==> src/rtl/pwr_reg_pkg.sv <==
package pwr_reg_pkg;
  localparam int unsigned PWR_BUF_BYTES = 16;
  localparam int unsigned PWR_IDX_W = $clog2(PWR_BUF_BYTES);

  typedef enum logic [1:0] {
    OP_WR   = 2'd0,
    OP_RD   = 2'd1,
    OP_RMW  = 2'd2,
    OP_NONE = 2'd3
  } pwr_op_e;

  // strobes from control to datapath
  typedef struct packed {
    logic                 latch;    // take outbound buffer, clear inbound buffer
    logic                 capRead;  // store read byte into inbound buffer
    logic                 capOld;   // store old value for masked update
    pwr_op_e              op;
    logic [PWR_IDX_W-1:0] idx;
    logic [PWR_IDX_W-1:0] cnt;
  } pwr_strobe_t;
endpackage

==> src/rtl/pwr_reg_ctrl.sv <==
module pwr_reg_ctrl
  import pwr_reg_pkg::*;
#(
  parameter int unsigned MAX_ITEMS = 5,
  parameter logic [7:0]  CMD_TYPE  = 8'hFF
) (
  input  logic        clk,
  input  logic        rstN,
  input  logic        doorbell,
  input  logic [7:0]  cmdType,
  input  logic [3:0]  subCmd,
  input  logic [7:0]  cmdSize,
  output logic        regRdEn,
  output logic        regWrEn,
  output logic        done,
  output logic        err,
  output pwr_strobe_t strobe
);
  localparam int unsigned IDX_W = PWR_IDX_W;
  localparam logic [7:0] MAX_CNT = 8'(MAX_ITEMS);

  typedef enum logic [1:0] {S_IDLE, S_ACC, S_RMWW, S_DONE} state_e;

  state_e            state;
  pwr_op_e           op;
  logic [IDX_W-1:0]  idx;
  logic [IDX_W-1:0]  cnt;
  logic              errQ;

  logic              accept;
  logic              decOk;
  pwr_op_e           decOp;
  logic [IDX_W-1:0]  decCnt;
  logic [7:0]        half;
  logic [7:0]        third;

  assign accept = doorbell && (cmdType == CMD_TYPE) && (state == S_IDLE);
  assign half   = cmdSize >> 1;
  assign third  = cmdSize / 8'd3;

  always_comb begin
    decOk  = 1'b0;
    decOp  = OP_NONE;
    decCnt = '0;
    case (subCmd)
      4'd0: begin
        decOp  = OP_WR;
        decCnt = third[IDX_W-1:0];
        decOk  = (cmdSize == third * 8'd3) && (third != 8'd0) && (third <= MAX_CNT);
      end
      4'd1: begin
        decOp  = OP_RD;
        decCnt = half[IDX_W-1:0];
        decOk  = !cmdSize[0] && (half != 8'd0) && (half <= MAX_CNT);
      end
      4'd2: begin
        decOp  = OP_RMW;
        decCnt = IDX_W'(1);
        decOk  = (cmdSize == 8'd4);
      end
      default: ;
    endcase
  end

  always_ff @(posedge clk) begin
    if (!rstN) begin
      state <= S_IDLE;
      op    <= OP_NONE;
      idx   <= '0;
      cnt   <= '0;
      errQ  <= 1'b0;
    end else begin
      case (state)
        S_IDLE: if (accept) begin
          op  <= decOp;
          cnt <= decCnt;
          idx <= '0;
          if (decOk) begin
            state <= S_ACC;
          end else begin
            state <= S_DONE;
            errQ  <= 1'b1;
          end
        end
        S_ACC: begin
          if (op == OP_RMW) begin
            state <= S_RMWW;
          end else if (idx == cnt - IDX_W'(1)) begin
            state <= S_DONE;
            errQ  <= 1'b0;
          end else begin
            idx <= idx + IDX_W'(1);
          end
        end
        S_RMWW: begin
          state <= S_DONE;
          errQ  <= 1'b0;
        end
        default: state <= S_IDLE;
      endcase
    end
  end

  assign regRdEn = (state == S_ACC) && (op != OP_WR);
  assign regWrEn = ((state == S_ACC) && (op == OP_WR)) || (state == S_RMWW);
  assign done    = (state == S_DONE);
  assign err     = errQ;

  always_comb begin
    strobe.latch   = accept;
    strobe.capRead = (state == S_ACC) && (op == OP_RD);
    strobe.capOld  = (state == S_ACC) && (op == OP_RMW);
    strobe.op      = op;
    strobe.idx     = idx;
    strobe.cnt     = cnt;
  end
endmodule

==> src/rtl/pwr_reg_dpath.sv <==
module pwr_reg_dpath
  import pwr_reg_pkg::*;
#(
  parameter int unsigned BUF_BYTES = PWR_BUF_BYTES
) (
  input  logic                   clk,
  input  logic                   rstN,
  input  logic [BUF_BYTES*8-1:0] obBuf,
  input  logic [7:0]             regRdData,
  input  pwr_strobe_t            strobe,
  output logic [15:0]            regAddr,
  output logic [7:0]             regWrData,
  output logic [BUF_BYTES*8-1:0] ibBuf
);
  localparam int unsigned IDX_W = PWR_IDX_W;

  logic [7:0]       obQ [BUF_BYTES];
  logic [7:0]       ibQ [BUF_BYTES];
  logic [7:0]       oldVal;
  logic [IDX_W-1:0] aIdx;
  logic [IDX_W-1:0] loPos;
  logic [IDX_W-1:0] hiPos;
  logic [IDX_W-1:0] dataPos;
  logic [7:0]       newVal;
  logic [7:0]       mask;

  assign aIdx    = (strobe.op == OP_RMW) ? '0 : strobe.idx;
  assign loPos   = {aIdx[IDX_W-2:0], 1'b0};
  assign hiPos   = {aIdx[IDX_W-2:0], 1'b1};
  assign dataPos = {strobe.cnt[IDX_W-2:0], 1'b0} + strobe.idx;
  assign newVal  = obQ[2];
  assign mask    = obQ[3];

  assign regAddr   = {obQ[hiPos], obQ[loPos]};
  assign regWrData = (strobe.op == OP_RMW) ? ((newVal & mask) | (oldVal & ~mask))
                                           : obQ[dataPos];

  always_ff @(posedge clk) begin
    if (!rstN) begin
      oldVal <= '0;
      for (int i = 0; i < int'(BUF_BYTES); i++) begin
        obQ[i] <= '0;
        ibQ[i] <= '0;
      end
    end else begin
      if (strobe.latch) begin
        for (int i = 0; i < int'(BUF_BYTES); i++) begin
          obQ[i] <= obBuf[i*8 +: 8];
          ibQ[i] <= '0;
        end
      end
      if (strobe.capRead) ibQ[strobe.idx] <= regRdData;
      if (strobe.capOld)  oldVal <= regRdData;
    end
  end

  for (genvar g = 0; g < int'(BUF_BYTES); g++) begin : g_ib
    assign ibBuf[g*8 +: 8] = ibQ[g];
  end
endmodule

==> src/rtl/pwr_reg_engine.sv <==
module pwr_reg_engine
  import pwr_reg_pkg::*;
#(
  parameter int unsigned MAX_ITEMS = 5,
  parameter logic [7:0]  CMD_TYPE  = 8'hFF,
  parameter int unsigned BUF_BYTES = PWR_BUF_BYTES
) (
  input  logic                   clk,
  input  logic                   rstN,
  input  logic                   doorbell,
  input  logic [7:0]             cmdType,
  input  logic [3:0]             subCmd,
  input  logic [7:0]             cmdSize,
  input  logic [BUF_BYTES*8-1:0] obBuf,
  output logic [15:0]            regAddr,
  output logic                   regRdEn,
  output logic                   regWrEn,
  output logic [7:0]             regWrData,
  input  logic [7:0]             regRdData,
  output logic [BUF_BYTES*8-1:0] ibBuf,
  output logic                   done,
  output logic                   err
);
  pwr_strobe_t strobe;

  pwr_reg_ctrl #(.MAX_ITEMS(MAX_ITEMS), .CMD_TYPE(CMD_TYPE)) ctrl_i (
    .clk(clk), .rstN(rstN), .doorbell(doorbell), .cmdType(cmdType),
    .subCmd(subCmd), .cmdSize(cmdSize), .regRdEn(regRdEn), .regWrEn(regWrEn),
    .done(done), .err(err), .strobe(strobe)
  );

  pwr_reg_dpath #(.BUF_BYTES(BUF_BYTES)) dpath_i (
    .clk(clk), .rstN(rstN), .obBuf(obBuf), .regRdData(regRdData),
    .strobe(strobe), .regAddr(regAddr), .regWrData(regWrData), .ibBuf(ibBuf)
  );
endmodule

==> config.mk <==
export PLATFORM = sky130hd
export DESIGN_NAME = pwr_reg_engine
export DESIGN_NICKNAME = d
export VERILOG_FILES = /design/src/rtl/pwr_reg_pkg.sv /design/src/rtl/pwr_reg_ctrl.sv /design/src/rtl/pwr_reg_dpath.sv /design/src/rtl/pwr_reg_engine.sv
export SDC_FILE = /design/constraint.sdc
export NUM_CORES = 1
export LEC_CHECK = 0
export ABC_AREA = 1
export BUFFER_PORTS_ARGS = -buffer_cell sky130_fd_sc_hd__clkbuf_2
export CORE_MARGIN = 10
export CORE_UTILIZATION = 35
export CTS_CLUSTER_SIZE = 14
export DETAILED_ROUTE_END_ITERATION = 10
export GPL_TIMING_DRIVEN = 0
export PLACE_DENSITY = 0.65
export SETUP_SLACK_MARGIN = 0.02
export SLEW_MARGIN = 40
export SYNTH_ARGS = -nofsm -noshare
export SYNTH_HDL_FRONTEND = slang
export SYNTH_SLANG_ARGS = --single-unit
==> constraint.sdc <==
create_clock -name clk -period 13.2 [get_ports clk]
set_input_delay 0 -clock clk [delete_from_list [all_inputs] [get_ports clk]]
set_output_delay 0 -clock clk [all_outputs]
set_load 0.05 [all_outputs]
### Word level (Yosys, flattened, before mapping)

Memories as Yosys holds them, arrays and structs flattened.
Cells that the tools add are included.

* memory bits (writable): 256
* output and inout port bits: 156
* memories kept: 2
* latch bits: 0
* register bits: 21
* bits in read-only memories: 0

Memories
* dpath_i.ibQ: depth 16, width 8, read ports 16, clocked after Yosys merged registers in 0, write ports 16, RTL line pwr_reg_dpath.sv:18 `logic [7:0] ibQ [BUF_BYTES];`
* dpath_i.obQ: depth 16, width 8, read ports 5, clocked after Yosys merged registers in 0, write ports 16, RTL line pwr_reg_dpath.sv:17 `logic [7:0] obQ [BUF_BYTES];`

* order comparisons: 2
* eq/ne operators: 17
* add/sub/neg operators: 3
* multiplexer cells: 61
* shift operators: 0
* bitwise operators: 36
* div/mod/pow operators: 1
* $mul: 1
* reductions and logical operators: 25

Operator list (count)
* 2-to-1 mux 8 bit: 34
* bitwise OR 1 bit: 32
* bitwise AND 8 bit: 2
* 2-to-1 mux 4 bit: 4
* nonzero test 8 bit: 2
* 2-to-1 mux 1 bit: 12
* one-hot mux 2 bit (3 select lines): 2
* one-hot mux 4 bit (3 select lines): 1
* logical AND 1 bit: 10
* divider 8 x 2 -> 8 bit (second input constant): 1
* equality test 8 x 3 -> 1 bit (second input constant): 1
* equality test 8 bit: 1
* equality test 8 bit (second input constant): 1
* <= comparator 8 x 3 -> 1 bit (second input constant): 1
* multiplier 8 x 2 -> 8 bit (second input constant): 1
* 2-to-1 mux 2 bit: 4
* inverter 8 bit: 1
* bitwise OR 8 bit: 1
* one-hot mux 4 bit (2 select lines): 1
* OR reduction 8 bit: 1
* <= comparator 7 x 3 -> 1 bit (second input constant): 1
* equality test 2 bit (second input constant): 3
* != test 2 bit (second input constant): 3
* one-hot mux 1 bit (3 select lines): 2
* 19 further kinds: 24

### Longest topological paths before layout

Gate-level depths: netlist (run 1).

* depth in word-level cells: 9
* depth in mapped cells: 34

### Modules after synthesis

From an unflattened synthesis (run 1), not the netlist that was laid out.

* cells, all modules: 1639
* area total of the unflattened synthesis: 14243.7 um^2

Modules (own cells, without submodules)
* pwr_reg_dpath: cells an instance 1387, area each 12612.1 um^2, times used 1
* pwr_reg_ctrl: cells an instance 252, area each 1631.6 um^2, times used 1

### Least setup slack after synthesis (run 1)

No wires, ideal clock.

* kind: register to register
* start: register ctrl_i.state[0]
* end: memory dpath_i.ibQ[0][0], enable pin
* cell stages (with the launch flop): 8
* setup slack: 8606 ps
* data arrival time: 4265 ps
* path through: dfxtp_1 inv_1 ha_1 nand2_1 nand2_1 inv_1 clkbuf_1 nand2_1

RTL lines
* start, declared: RTL line pwr_reg_ctrl.sv:24 `state_e state;`
* start signal, assigned: RTL line pwr_reg_ctrl.sv:67 `state <= S_IDLE;`
* start signal, assigned: RTL line pwr_reg_ctrl.sv:79 `state <= S_ACC;`
* start signal, assigned: RTL line pwr_reg_ctrl.sv:81 `state <= S_DONE;`
* end, declared: RTL line pwr_reg_dpath.sv:18

### Worst setup path in the final report (run 1)

* start: input port cmdSize[4]
* end: register ctrl_i.errQ (netlist: ctrl_i.err)

* word-level cells in the longest chain between the ends: 8

RTL lines
* start, declared: RTL line pwr_reg_engine.sv:13 `input logic [7:0] cmdSize,`
* divider 8 x 2 -> 8 bit: RTL line pwr_reg_ctrl.sv:39 `assign third = cmdSize / 8'd3;`
* multiplier 8 x 2 -> 8 bit: RTL line pwr_reg_ctrl.sv:49 `decOk = (cmdSize == third * 8'd3) && (third != 8'd0) && (third <= MAX_CNT);`
* equality test 8 bit: RTL line pwr_reg_ctrl.sv:49
* logical AND 1 bit (2 in a row): RTL line pwr_reg_ctrl.sv:49
* one-hot mux 1 bit (3 select lines) (*): RTL line pwr_reg_ctrl.sv:45 `case (subCmd)`
* != test 2 bit (no source line) (*)
* AND reduction 5 bit (no source line) (*)
* end signal, assigned: RTL line pwr_reg_ctrl.sv:71 `errQ <= 1'b0;`
* end signal, assigned: RTL line pwr_reg_ctrl.sv:82 `errQ <= 1'b1;`
* end signal, assigned: RTL line pwr_reg_ctrl.sv:90 `errQ <= 1'b0;`
* end, declared: RTL line pwr_reg_ctrl.sv:28 `logic errQ;`

Mark *: on every way between the ends. The rest lies on a longest branch, timed or not.
A chain may end at the register's enable or synchronous reset.

==> run summary, run 1 <==
P per Cell Area = 155 mW/mm^2
Post-CTS Setup Bufs = 0
DRC = 0
Clock root buffer = clkbuf_16
Final period util = 34.4%
H-tree depth = 1
Status = finished, final reports clean
Area leader, netlist = edfxtp_1
Worst Path Class, Setup = input pin to register
Number of synthesized flops with an enable pin = 256
CTS Buf Count = 28
Clock slew at reported path FFs = 70 ps
Area growth from synthesis to layout = 35.0%
NumNets Final = 2125
Largest net degree at the start of global routing = 47
Final hold vios = 0
#FFs+latches synth = 277
Buf+Inv Stages, Crit Path = 5
Hold Crit Class = input pin to register
CTS Sinks = 277
Slew HR = 44.4%
Die Span X = 218 um
FF-to-FF Start = ctrl_i.idx[0]
Drt pass-1 iters = 6
RSZ-0062 raised after global routing = false
Yosys warnings = 0
Core area = 0.0386 sq mm
Die area = 0.0474 sq mm
Final min period = 4550 ps
Post-CTS resize count = 0
Total grt overflow = 0
Largest cells by area after synthesis = edfxtp_1, nor2_1, inv_1
Setup crit start kind = input pin
WHS Path Cells = 5
Final worst slack = 8650 ps
Pre-CTS setup slack = 8670 ps
Post-synth design cell area = 0.0137 sq mm
Hold buffer count at CTS = 152
WL final = 50900 um
Fin Setup TNS = 0 ps
Layout Skew = 11.8 ps
Post-DR vias/cell = 4.98
Row count = 72
Fmax = 0.220 GHz
Wire per inst = 20.5 um
Setup crit end kind = register
GR Util All Layers = 20.8%
Synth top area share = 56.2%
Max-slew violation count = 0
Hold Path End = ctrl_i.cnt[2]
Die Y = 218 um
Mapped Cells = 1444
Worst Path Max Fanout = 6
CP top delay family = simple AND/OR/NAND/NOR gates
Worst-Skew Late Latency = 570 ps
Most used cell, CP = nand2_2
Via count = 12367
Crit-path max cell delay = 540 ps
Top-count cell post-synth = nor2_1
Slew of the pin with the lowest slew margin = 834 ps
Yosys cell types = 45
Worst hold start = cmdSize[2]
Port Buffers = 313
Layout cell share with drive strength beyond 1 = 20.8%
Number of global-route vias before repair = 12759
Initial Util = 35.4%
Synth async-reset ratio = 0%
Final setup violating endpoints = 0
Slowest-stage cell, CP = dlygate4sd3_1
Post-synth top cells = nor2_1, edfxtp_1, inv_1, nand2_1, o21ai_0
RD Place Congestion = 1.02
Max-cap violation count = 0
CTS tree = yes
Avg Inst Size Synth = 9.47 sq um
Routed Antenna Nets = 0
HPWL Detailed = 38200 um
Pleak = 8.37 nW
First-pass GRT wire length = 75800 um
Num ports = 315
DR iter-0 viols = 975
Top FF cell, synth = edfxtp_1
Worst Path Required = 13660 ps
Worst VDD drop = 0.000167 V
Clock Tree Buf Depth = 3
Worst R2R End = dpath_i.ibQ[12][4]
Syn_nets = 1627
R2R setup slack = 8900 ps
CP arrival = 5010 ps
Sequential element share of the synthesized area = 59.3%
Initial antenna violation count = 1
R2R depth = 10
==> through the flow <==
stage               std cells  hold slack (ps)  power, mW  area (sq um)  utilization [%]
global route             2483              116       2.98         18500             47.8
floorplan                1444              173       1.67         13700                -
CTS                      2482             69.7       2.85         18500             47.8
global placement         2275              257       1.97         15900             41.1
detailed placement       2278              265       1.98         16000             41.3
finish                   2483             89.1       2.86         18500             47.8
==> where the power goes <==
group / switching, mW / total [mW] / internal, mW
combinational: 0.735 / 0.998 / 0.263
clock: 0.339 / 0.847 / 0.508
sequential: 0.0238 / 1.02 / 0.995
==> flip-flops by register name (all words and copies together), names as in the netlist <==
signal	flops
ctrl_i.state	2
ctrl_i.idx	4
dpath_i.ibQ	128
dpath_i.obQ	128
ctrl_i.err	1
dpath_i.oldVal	8
ctrl_i.op	2
ctrl_i.cnt	4
==> worst max path at each step <==
stage                     cells after the start                  to  slack [ps]       startpoint
final                                        33          ctrl_i.err        8650       cmdSize[4]
after global routing                         33          ctrl_i.err        8280       cmdSize[4]
after CTS                                    33          ctrl_i.err        8730       cmdSize[4]
after detailed placement                     32          ctrl_i.err        8670       cmdSize[4]
after global placement                        8  dpath_i.ibQ[15][0]        6780       cmdType[1]
after floorplan                               7   dpath_i.ibQ[0][0]        8610  ctrl_i.state[0]
==> area by class of cell <==
type / instances / area (sq um)
fillers: 3560 / 20200
flip-flops and latches: 277 / 8110
multi-input cells: 885 / 4510
repair buffers: 468 / 3150
inverters: 213 / 800
clock buffers: 35 / 727
well taps: 518 / 648
plain buffers: 69 / 273
clock inverters: 17 / 246
diodes: 1 / 2.50
==> cells in the final DEF, fill, tap and decap left out, types with 9 or more instances in the layout <==
master and n:
clkbuf_2 313, nor2_1 296, edfxtp_1 256, inv_1 198, nand2_1 166, dlygate4sd3_1 152
o21ai_0 109, clkbuf_1 72, a21oi_1 70, o211ai_1 59, nand3_1 37, clkbuf_16 28
ha_1 22, dfxtp_1 21, or2_2 17, nand2_2 15, clkinv_1 15, a31oi_1 15
o221ai_1 14, xor2_1 10, nor3_1 9
==> routing by layer <==
| layer | track usage [%] | up-vias | part of all wire, % |
|---|---|---|---|
| li1 | - | 5841 | - |
| met1 | 24.2 | 5828 | 39 |
| met2 | 37.2 | 594 | 50 |
| met3 | 4.40 | 104 | 7.7 |
| met4 | 7.01 | 0 | 3.5 |
| met5 | 0 | - | 0 |
==> kinds of logic after synthesis <==
kind of cell	Yosys count	synth area share [%]
AO/OA/AOI/OAI	291	12.8
buffers and inverters	282	7.84
adder cells (fa/ha/maj)	24	2.31
XOR/XNOR	16	1.02
AND/OR/NAND/NOR	554	16.7
flip-flops	277	59.3
==> worst reg2reg max path: stages, from the launching register on <==
cell and delay [ps]:
dfxtp_1 330, clkbuf_1 210, inv_1 220, clkbuf_1 480, clkbuf_1 570, buf_1 610, ha_1 260, inv_1 40
nor2_1 400, nand2_1 370, nand2_1 450
No activity file was read; power rests on OpenSTA's default activity.
==> run 2, diff against run 1 <==
==> constraint.sdc (replaced) <==
create_clock -name clk -period 4.5 [get_ports clk]
set_input_delay 0 -clock clk [delete_from_list [all_inputs] [get_ports clk]]
set_output_delay 0 -clock clk [all_outputs]
set_load 0.05 [all_outputs]
==> run 2 against run 1 <==
  * Wire length down 0.82%
  * Clock power rose to 2.9 times the previous value
  * Clock skew up 1.5 ps
  * Die area unchanged
  * Flip-flop and latch count unchanged
  * Final cell count down 0.20%
  * Total power rose to 2.9 times the previous value
  * Worst setup slack worse by 8400 ps
  * Sequential power rose to 2.9 times the previous value
  * Critical path depth down 1
  * Sequential share of layout area up 0.17 points
  * Critical endpoint unchanged
  * Largest power group unchanged
  * Highest routed layer unchanged
==> run summary, run 2 (synthesis gave the netlist of run 1 again) <==
Fin Setup TNS = 0 ps
CP arrival = 4660 ps
Top Registers = dpath_i.ibQ: 128 flops, dpath_i.obQ: 128 flops, dpath_i.oldVal: 8 flops
FF-to-FF Start = ctrl_i.idx[0]
Net Sw Power = 3.26 mW
Critical Path End = ctrl_i.err
DR iter-0 viols = 1272
Post-DR vias/cell = 4.98
Row count = 72
Total Power = 8.31 mW
Wire per inst = 20.4 um
Final hold vios = 0
Total grt overflow = 0
Setup crit end kind = register
Final min period = 4200 ps
Initial Util = 35.4%
Clock Tree Buf Depth = 3
Pre-CTS setup slack = 40.8 ps
Tightest hold margin = 88.6 ps
Crit-path max cell delay = 540 ps
Final period util = 93.3%
WL final = 50500 um
Clock root buffer = clkbuf_16
Number of global-route vias before repair = 12297
Largest net degree at the start of global routing = 77
HPWL Detailed = 37800 um
Port Buffers = 313
CTS Buf Count = 29
Final worst slack = 300 ps
Worst Path Class, Setup = input pin to register
Layout Skew = 13.2 ps
Register share of total power = 35.9%
Slew HR = 47.5%
Clock power frac = 29.1%
R2R depth = 10
RD Place Congestion = 1.00
Die Y = 218 um
Cell Count, Final, Fillers Out = 2478
P per Cell Area = 452 mW/mm^2
Slowest-stage cell, CP = dlygate4sd3_1
Pleak = 8.34 nW
Hold Crit Class = input pin to register
Setup crit start kind = input pin
Die area = 0.0474 sq mm
Post-route cell area = 0.0184 sq mm
Placed Area = 0.0159 sq mm
CTS tree = yes
Worst-Skew Late Latency = 580 ps
Worst Path Required = 4960 ps
H-tree depth = 1
CTS Sinks = 277
Layout cell share with drive strength beyond 1 = 21.4%
R2R setup slack = 530 ps
Final setup violating endpoints = 0
Most frequent cells in the layout = clkbuf_2, nor2_1, edfxtp_1
DRC = 0
Internal = 5.06 mW
First-pass GRT wire length = 74000 um
Core area = 0.0386 sq mm
Dpl cells = 2276
Commonest non-fill, non-tap cell in the layout = clkbuf_2
Worst R2R End = dpath_i.ibQ[4][1]
Area growth from synthesis to layout = 34.5%
Comb pwr share = 35.0%
Worst Path Max Fanout = 5
Max-slew violation count = 0
Beginning of the critical path = cmdSize[4]
Slew of the pin with the lowest slew margin = 787 ps
Post-Route Utilization = 47.6%
Worst VDD drop = 0.000449 V
Drt pass-1 iters = 6
Clock slew at reported path FFs = 60 ps
GR Util All Layers = 20.4%
Num ports = 315
Most used cell, CP = nand2_2
Routed Antenna Nets = 0
Antenna cell count = 0
Die Span X = 218 um
RSZ-0062 raised after global routing = false
Initial antenna violation count = 0
Fillers = 3510
Status = finished, final reports clean
Sw Ratio = 39.2%
Fmax = 0.238 GHz
Max-cap violation count = 0
NumNets Final = 2120
Via count = 12340
## run 2: cell count changes in the layout (fill, tap and decap cells not counted), moves of 2 or more
cell / before / now
dlygate4sd3_1: 152 / 146
clkbuf_1: 72 / 68
clkinv_2: 3 / 7
buf_12: 3 / 0
bufinv_16: 6 / 3
clkinvlp_4: 1 / 4
buf_4: 1 / 3
inv_6: 1 / 3
## run 2: worst min path at each step
stage / from / to / slack (ps) / cells after the start
detailed placement: obBuf[83] / dpath_i.obQ[10][3] / 260 / 3
global placement: obBuf[101] / dpath_i.obQ[12][5] / 260 / 3
finish: cmdSize[7] / ctrl_i.err / 90 / 8
global route: cmdSize[7] / ctrl_i.err / 130 / 8
floorplan: obBuf[80] / dpath_i.obQ[10][0] / 170 / 2
CTS: cmdSize[7] / ctrl_i.err / 60 / 8
## run 2: power by group through the flow
| stage | Clock [mW] | Sequential, mW | Combinational (mW) |
|---|---|---|---|
| floorplan | 0 | 3.18 | 1.71 |
| global placement | 0 | 3.04 | 2.72 |
| detailed placement | 0 | 3.04 | 2.75 |
| CTS | 2.45 | 2.99 | 2.85 |
| global route | 2.56 | 3.00 | 3.08 |
| finish | 2.42 | 2.99 | 2.91 |
## run 2: final cells by class
cell class / count / area [sq um] / area share, %
Sequential cell: 277 / 8110 / 44.1
Multi-Input combinational cell: 885 / 4530 / 24.6
Timing Repair Buffer: 462 / 3070 / 16.7
Inverter: 213 / 803 / 4.37
Clock buffer: 32 / 737 / 4.01
Tap cell: 518 / 648 / 3.52
Buffer: 69 / 274 / 1.49
Clock inverter: 22 / 218 / 1.18
## run 2: worst max-delay path: cells and delay by family
family	cells	cell delay [ps]
adders and majority gates	3	910
xor gates and xnor gates	1	140
AOI/OAI and AO/OA	6	950
and+or+nand+nor	17	1660
buffers and inverters	5	1020
## run 2: routing by layer
metal / global-route usage, % / part of all wire (%)
met2: 35.3 / 49
met3: 5.02 / 8.7
met1: 23.8 / 38
met5: 0 / 0
met4: 7.92 / 3.7
## run 2: repair_timing
item | 4_1_cts | 5_1_grt
setup endpoints to repair | 0 | 18
hold endpoints to repair | 188 | 0
resized for setup | 0 | 7
setup buffers | 0 | 2
hold buffers | 146 | 0
==> run 3, diff against run 2 <==
--- a/config.mk
+++ b/config.mk
@@ -7,7 +7,6 @@
 export LEC_CHECK = 0
 export ABC_AREA = 1
 export BUFFER_PORTS_ARGS = -buffer_cell sky130_fd_sc_hd__clkbuf_2
-export CORE_MARGIN = 10
 export CORE_UTILIZATION = 35
 export CTS_CLUSTER_SIZE = 14
 export DETAILED_ROUTE_END_ITERATION = 10
==> run 3 against run 2 <==
  * Global-route usage increased by 3.0 points
  * Final cell count decreased by 0.20%
  * Cell area decreased by 0.88%
  * Critical path depth decreased by 22
  * Largest power group unchanged
==> run summary, run 3 (synthesis gave the netlist of run 1 again) <==
Status = finished, final reports clean
GR Util All Layers = 23.3%
Total Power = 8.05 mW
Die Span X = 200 um
Final min period = 4210 ps
Top Registers = dpath_i.ibQ: 128 flops, dpath_i.obQ: 128 flops, dpath_i.oldVal: 8 flops
CTS tree = yes
CP cell instances = clkbuf_1, inv_1, clkbuf_1, clkbuf_1, buf_1, ha_1, inv_1, nor2_1, nand2_1, nand2_1
R2R setup slack = 290 ps
H-tree depth = 1
HPWL Detailed = 35100 um
DRC = 0
Wire per inst = 19.3 um
Worst VDD drop = 0.000287 V
Clock root buffer = clkbuf_16
P per Cell Area = 442 mW/mm^2
Worst Path Max Fanout = 11
Area growth from synthesis to layout = 33.3%
Largest net degree at the start of global routing = 74
Layout cell share with drive strength beyond 1 = 20.7%
Worst R2R End = dpath_i.ibQ[12][6]
Row count = 72
Crit-path max cell delay = 600 ps
Pleak = 8.27 nW
Post-CTS Setup Bufs = 0
Port Buffers = 313
Total grt overflow = 0
Worst-Skew Late Latency = 560 ps
Routed Antenna Nets = 0
Post-route cell area = 0.0182 sq mm
Slew HR = 47.6%
Setup crit end kind = register
CTS Buf Count = 29
RSZ-0062 raised after global routing = false
Final hold vios = 0
NumNets Final = 2117
Via count = 12265
Die Y = 200 um
Final period util = 93.7%
Fillers = 3635
Final setup violating endpoints = 0
Beginning of the critical path = ctrl_i.idx[0]
Drt pass-1 iters = 7
Worst Path Class, Setup = register to register
CP Depth = 10
Hold Crit Class = input pin to register
Die area = 0.0399 sq mm
Max-slew violation count = 0
Number of global-route vias before repair = 11676
RD Place Congestion = 0.988
Slew of the pin with the lowest slew margin = 786 ps
Worst Path Required = 4710 ps
Commonest non-fill, non-tap cell in the layout = clkbuf_2
Post-DR vias/cell = 4.96
Fmax = 0.237 GHz
Initial antenna violation count = 0
Num ports = 315
Slowest-stage cell, CP = buf_1
Layout Skew = 11.6 ps
Core area = 0.0386 sq mm
Max-cap violation count = 0
R2R depth = 10
CTS Sinks = 277
Antenna cell count = 0
Most used cell, CP = clkbuf_1
DR iter-0 viols = 976
Buf+Inv Stages, Crit Path = 6
Critical Path End = dpath_i.ibQ[12][6]
WL final = 47700 um
CP arrival = 4430 ps
FF-to-FF Start = ctrl_i.idx[0]
Most frequent cells in the layout = clkbuf_2, nor2_1, edfxtp_1
Setup crit start kind = register
CP top delay family = buffers and inverters
First-pass GRT wire length = 68900 um
Initial Util = 35.5%
Clock slew at reported path FFs = 60 ps
Clock Tree Buf Depth = 3
Placed Area = 0.0159 sq mm
[run 3: cell types whose count changed in the layout (fill, tap and decap cells not counted), sizes merged]
| cell | delta |
|---|---|
| buf | -1 |
| bufinv | -3 |
| dlygate4sd3 | -1 |
| clkbuf | +5 |
| clkinvlp | -4 |
| inv | -1 |
[run 3: per-stage QoR]
step                util [%]  cells  hold WS (ps)  setup TNS (ps)  worst slack [ps]
global placement        41.2   2275           263          -13140              -185
detailed placement      41.3   2276           265           -14.6             -14.6
global route            47.3   2473           121               0              50.5
floorplan                  -   1444           173               0               791
finish                  47.3   2473          40.8               0               285
CTS                     47.3   2473          24.5               0               376
[run 3: cell type report]
cell class | count | area, sq um | area share [%]
multi-input combinational | 885 | 4520 | 24.8
sequential | 277 | 8110 | 44.5
inverter | 213 | 800 | 4.39
clock buffer | 38 | 759 | 4.17
clock inverter | 14 | 73.8 | 0.405
tap | 518 | 648 | 3.56
buffer | 69 | 273 | 1.50
timing repair buffer | 459 | 3050 | 16.7
[run 3: worst min-delay path by stage]
stage                     startpoint                 end  slack (ps)  cells past startpoint
after floorplan            obBuf[80]  dpath_i.obQ[10][0]         170                      2
final                     cmdSize[0]          ctrl_i.err          40                      7
after global placement     obBuf[86]  dpath_i.obQ[10][6]         260                      3
after detailed placement  obBuf[101]  dpath_i.obQ[12][5]         260                      3
after global routing      cmdSize[0]     ctrl_i.state[1]         120                      7
after CTS                 cmdSize[0]          ctrl_i.err          20                      8
[run 3: power breakdown]
group          switching [mW]  internal (mW)
registers              0.0690           2.92
clock network           0.973           1.18
logic                    2.14          0.765
total                    3.18           4.87
[run 3: layer usage]
layer  track usage, %  part of all wire, %
met5                0                    0
met4             8.71                  3.8
met3             3.11                  6.9
met2             41.5                   50
met1             28.7                   40
[run 3: repair_timing]
action / in CTS / in global routing
resized for setup: 0 / 1
hold buffers: 145 / 0
endpoints found under the hold margin: 189 / 0
endpoints found under the setup margin: 0 / 2
[run 3: worst min-delay path: stages]
cell and delay (ps):
clkbuf_2 120, nand3_1 100, nand3_2 90, nand2_2 50, nand2_2 60, a21oi_1 60
nor2_1 80
